<file path="src/rtl/bubble_fifo.sv">
module bubble_fifo #(
  parameter int WIDTH = 4,
  parameter int DEPTH = 16
) (
  input  logic             clk,
  input  logic             rst,
  input  logic             shift_in,
  input  logic             shift_out,
  input  logic [WIDTH-1:0] din,
  input  logic             out_en_n,
  output logic [WIDTH-1:0] dout,
  output logic             in_ready,
  output logic             out_ready,
  output logic             dout_off
);
  localparam int TAIL = DEPTH - 1;

  logic [DEPTH-1:0] mark, mark_nxt, move;
  logic [WIDTH-1:0] word [DEPTH];
  logic si_meta, si_hold, si_prev, so_meta, so_hold, so_prev;
  logic si_rise, so_rise, load, pop;

  always_ff @(posedge clk) begin
    si_meta <= shift_in;
    si_hold <= si_meta;
    so_meta <= shift_out;
    so_hold <= so_meta;
  end

  always_ff @(posedge clk) begin
    if (rst) begin
      si_prev <= 1'b0;
      so_prev <= 1'b0;
    end else begin
      si_prev <= si_hold;
      so_prev <= so_hold;
    end
  end

  assign si_rise = si_hold & ~si_prev;
  assign so_rise = so_hold & ~so_prev;
  assign load    = ~rst & si_rise & ~mark[0];
  assign pop     = ~rst & so_rise & mark[TAIL];

  always_comb begin
    move = '0;
    for (int k = 1; k < DEPTH; k++) begin
      move[k] = ~rst & mark[k-1] & ~mark[k];
      if (k == 1 && si_hold) move[k] = 1'b0;
      if (k == TAIL && so_hold) move[k] = 1'b0;
    end
  end

  always_comb begin
    for (int k = 0; k < DEPTH; k++) begin
      mark_nxt[k] = mark[k];
      if (k < TAIL && move[k+1]) mark_nxt[k] = 1'b0;
      if (k > 0 && move[k]) mark_nxt[k] = 1'b1;
    end
    if (load) mark_nxt[0] = 1'b1;
    if (pop) mark_nxt[TAIL] = 1'b0;
  end

  always_ff @(posedge clk) begin
    if (rst) mark <= '0;
    else     mark <= mark_nxt;
  end

  always_ff @(posedge clk) begin
    if (load) word[0] <= din;
    for (int k = 1; k < DEPTH; k++)
      if (move[k]) word[k] <= word[k-1];
  end

  assign in_ready  = ~mark[0];
  assign out_ready = mark[TAIL];
  assign dout      = out_en_n ? '0 : word[TAIL];
  assign dout_off  = out_en_n;
endmodule

</file>
<file path="config.mk">
export PLATFORM = sky130hd
export DESIGN_NAME = bubble_fifo
export DESIGN_NICKNAME = d
export VERILOG_FILES = /design/src/rtl/bubble_fifo.sv
export SDC_FILE = /design/constraint.sdc
export NUM_CORES = 1
export LEC_CHECK = 0
export ABC_AREA = 0
export ABC_CLOCK_PERIOD_IN_PS = 2000
export BUFFER_PORTS_ARGS = -buffer_cell sky130_fd_sc_hd__buf_2
export CAP_MARGIN = 15
export CELL_PAD_IN_SITES_DETAIL_PLACEMENT = 0
export CELL_PAD_IN_SITES_GLOBAL_PLACEMENT = 1
export CORE_MARGIN = 5
export CORE_UTILIZATION = 47
export CTS_CLUSTER_DIAMETER = 80
export DETAILED_ROUTE_END_ITERATION = 6
export GPL_ROUTABILITY_DRIVEN = 0
export PLACE_DENSITY_LB_ADDON = 0.1
export SLEW_MARGIN = 5
export SYNTH_ARGS = -nofsm -noshare
export SYNTH_HDL_FRONTEND = slang
export SYNTH_SLANG_ARGS = --single-unit
</file>
<file path="constraint.sdc">
create_clock -name clk -period 2 [get_ports clk]
set_input_delay 0.6 -clock clk [delete_from_list [all_inputs] [get_ports clk]]
set_output_delay 0.6 -clock clk [all_outputs]
set_load 0.02 [all_outputs]
</file>
# Word-level counts from Yosys, hierarchy flattened
# Memories as Yosys holds them, arrays and structs flattened.
# Index checks and enable logic that the tools add are counted.
[word_totals] register_bits=22 latch_bits=0 mem_bits_rw=64 rom_bits=0 input_bits=9 out_inout_bits=7 word_cells=191 mem_count=1
[classes] n_addsub=0 mul=0 div_mod_pow=0 n_lt_le_gt_ge=0 eq_ne=0 n_shift=0 mux=89 bitwise_logic=55 n_reduce_logical=24
[mem_list] name="word" words=16 word_bits=4 rd=16 rd_clocked_by_memory_dff=0 write_ports=8 line="19" source="logic [WIDTH-1:0] word [DEPTH];"
[ops] cell="$mux 1" n=72
[ops] cell="$mux 4" n=17
[ops] cell="$and 1x1->1" n=36
[ops] cell="$reduce_or 4->1" n=8
[ops] cell="$reduce_bool 2->1" n=15
[ops] cell="$not 1->1" n=19
[ops] cell="$reduce_or 2->1" n=1

# Logic depth before layout (Yosys ltp)
[depth] ltp_word=8 ltp_mapped=3

# Least setup slack after synthesis
# Ideal clock, no wire load.
[synth_timing] kind="input port to flip-flop" from="input rst" to="memory word[14][0], in the netlist word[1][24] (enable)" arrival_ns=1.279 path_slack_ns=0.354 cell_stages=3 n_path_buf=2 cell_sequence="buf_6 -> buf_2 -> nor3b_1"
[synth_lines] item="start, declared" line="6" source="input logic rst,"
[synth_lines] item="end, declared" line="19"

# Worst setup path after layout
[layout_timing] from="input out_en_n" to="output dout[3]"
[layout_via] elab_chain_cells=1
[layout_lines] item="start, declared" line="10" source="input logic out_en_n,"
[layout_lines] item="$mux 4" line="77" source="assign dout = out_en_n ? '0 : word[TAIL];"
[layout_lines] item="end, declared" line="11" source="output logic [WIDTH-1:0] dout,"
# Every way passes these cells.

==> results.cfg <==
[run_status]
outcome = finished clean

[critical_path]
cp_data_arrival_time_ns = 0.98
crit_path_end_kind = primary output
crit_path_start_kind = primary input
worst-setup-path-type = primary input to primary output
reg2reg_to = word[1][30]
crit_required_ns = 1.40
r2r.worst_path.cells = 2
r2r_start = mark[14]
critical_path.max_fanout = 5
reg2reg_slack_ns = 0.63

[sta]
fmax_mhz = 632
finalSetupTns_ns = 0
fin_crit_sh = 0.792
finalHoldViolations = 0
fin_crit_ns = 1.58
tightest_slew_ns = 0.524
worst_slack_ns = 0.417
slew_headroom = 0.648
drv_slew = 0
setup_violations = 0
finalClockSkew_ns = 0.00989
rsz0062_at_grt = false

[clocking]
clk_latency_ns = 0.34
path_clk_slew_ns = 0.08
clock_tree.root_cell = clkbuf_8
cts_setup_buffers = 0
cts.sinks = 86
hold_buffers = 0
clk_path_buf_depth = 2
post_cts_resize_count = 0
cts_buffers = 9
cts_tree = yes
htreeDepth = 3

[finish]
seq_area_sq_mm = 0.00236
n_antenna_cell = 0
areaGrowthSynthToFinish_pct = 13.5
nFillCells = 489
nets = 195
multi_input_area_sq_um = 379
utilization = 0.540
layout-drive-gt1-share = 0.188

[floorplan]
start_util = 0.476
die_y_microns = 86.9
core_area_sq_mm = 0.00585
num_io_pins = 16
dieArea_sq_mm = 0.00756
num_rows = 28
die_w_microns = 86.9

[drt]
dr.pass1.iters = 4
drtIter0Drc = 43
route.detailed.drc = 0
wl_met1_microns = 1570
finalWirelength_microns = 3560
routed-via-count = 1249
drt-vias-per-instance = 4.70
highest_layer = met4
ant_nets = 0
wl_met2_microns = 1750
detail_route.wl_per_cell_microns = 13.4
met3_length_microns = 211

[synth]
yosysMostFrequentCell = edfxtp_1
synth_common_cells = 64 x edfxtp_1, 22 x dfxtp_1, 14 x nand2b_1, 14 x nor2_1
yosys.area.top_type_share = 0.691
synth_async_sr_flop_share = 0
synth_cells = 162
synth-seq-area-share = 0.849
avgSynthCellArea_sq_um = 17.2
synth_area_leaders = edfxtp_1 69%, dfxtp_1 16%, nand2b_1 3.1%
synthFlopType = edfxtp_1
synth_top_cell_by_area = edfxtp_1
ys_ff_latch = 86
synth_cell_types = 19
synth_edf_count = 64
yosysWarnings = 0
syn_nets = 171
netlist_area_sq_mm = 0.00278

[place]
port_buffers = 15
place_ws_ns = 0.251
dp_hpwl_microns = 2420

[grt]
grt_pass1_wl_microns = 5890
grt_max_degree = 26
grt_pass1_vias = 1222
gr-total-overflow = 0
track_usage = 0.109
grt_antenna_before_repair = 0

[min_path]
hold_path_class = register to register
min_to = si_hold
min-delay-start = si_meta
holdPathStages = 0

[power_and_ir_drop]
vdd_drop_max_mv = 0.569
leakage_uw = 0.00104
pwr_density_cell_mw_per_mm2 = 1030

[job]
cap_violations = 0
-- logic make-up after synthesis --
group / Yosys count / share of synthesized area
AOI/OAI and AO/OA: 17 / 0.0351
and+or+nand+nor: 52 / 0.101
DFF: 86 / 0.849
buffers and inverters: 7 / 0.0148
-- critical path, stage by stage --
cell and delay [ns]:
buf_2 0.12, nor2b_1 0.09, buf_2 0.16
-- how the worst max path moves through the flow --
stage          startpoint          end  slack (ns)  depth (start not counted)
2_1_floorplan         rst  word[1][24]        0.35                          3
3_3_place_gp          rst  word[1][31]        0.30                          2
3_5_place_dp          rst  word[1][30]        0.25                          2
4_1_cts          out_en_n      dout[0]        0.41                          3
5_1_grt          out_en_n      dout[3]        0.36                          3
6_report         out_en_n      dout[3]        0.42                          3
-- per-layer routing --
layer | vias up | GRT usage
met1 | 590 | 0.136
met2 | 27 | 0.165
met3 | 4 | 0.0482
li1 | 628 | -
met4 | 0 | 0.0467
met5 | - | 0
-- cells in the final DEF (no fill, tap or decap), drive strengths merged, types with 4 or more instances in the layout --
cell type / n
nor2: 14
nand2b: 14
nor2b: 7
buf: 18
a21oi: 13
nand2: 13
clkbuf: 9
edfxtp: 64
inv: 4
dfxtp: 22
-- stage by stage --
step	std cells	hold slack [ns]	power (uW)	cell area (sq um)
2_1_floorplan	162	0.310	1990	2780
3_3_place_gp	250	0.311	2010	2940
3_5_place_dp	250	0.319	2010	2940
4_1_cts	266	0.335	3290	3160
5_1_grt	266	0.322	3390	3160
6_report	266	0.338	3240	3160
-- layout make-up --
cell class	count	share of cell area
sequential	86	0.748
multi-input combinational	69	0.120
clock buffer	9	0.0392
timing repair buffer	18	0.0309
clock inverter	7	0.0301
tap	75	0.0297
inverter	2	0.00238
-- state kept, by name (all words and copies together), names as in the netlist --
signal / flops
si_prev: 1
si_hold: 1
word: 64
so_meta: 1
so_hold: 1
si_meta: 1
mark: 16
so_prev: 1
-- where the power goes --
part,internal (uW),switching (uW),total [uW]
sequential,1910,8.40,1920
clock,708,572,1280
combinational,18.8,28.2,47.0
Power figures use the tool's default switching activity.
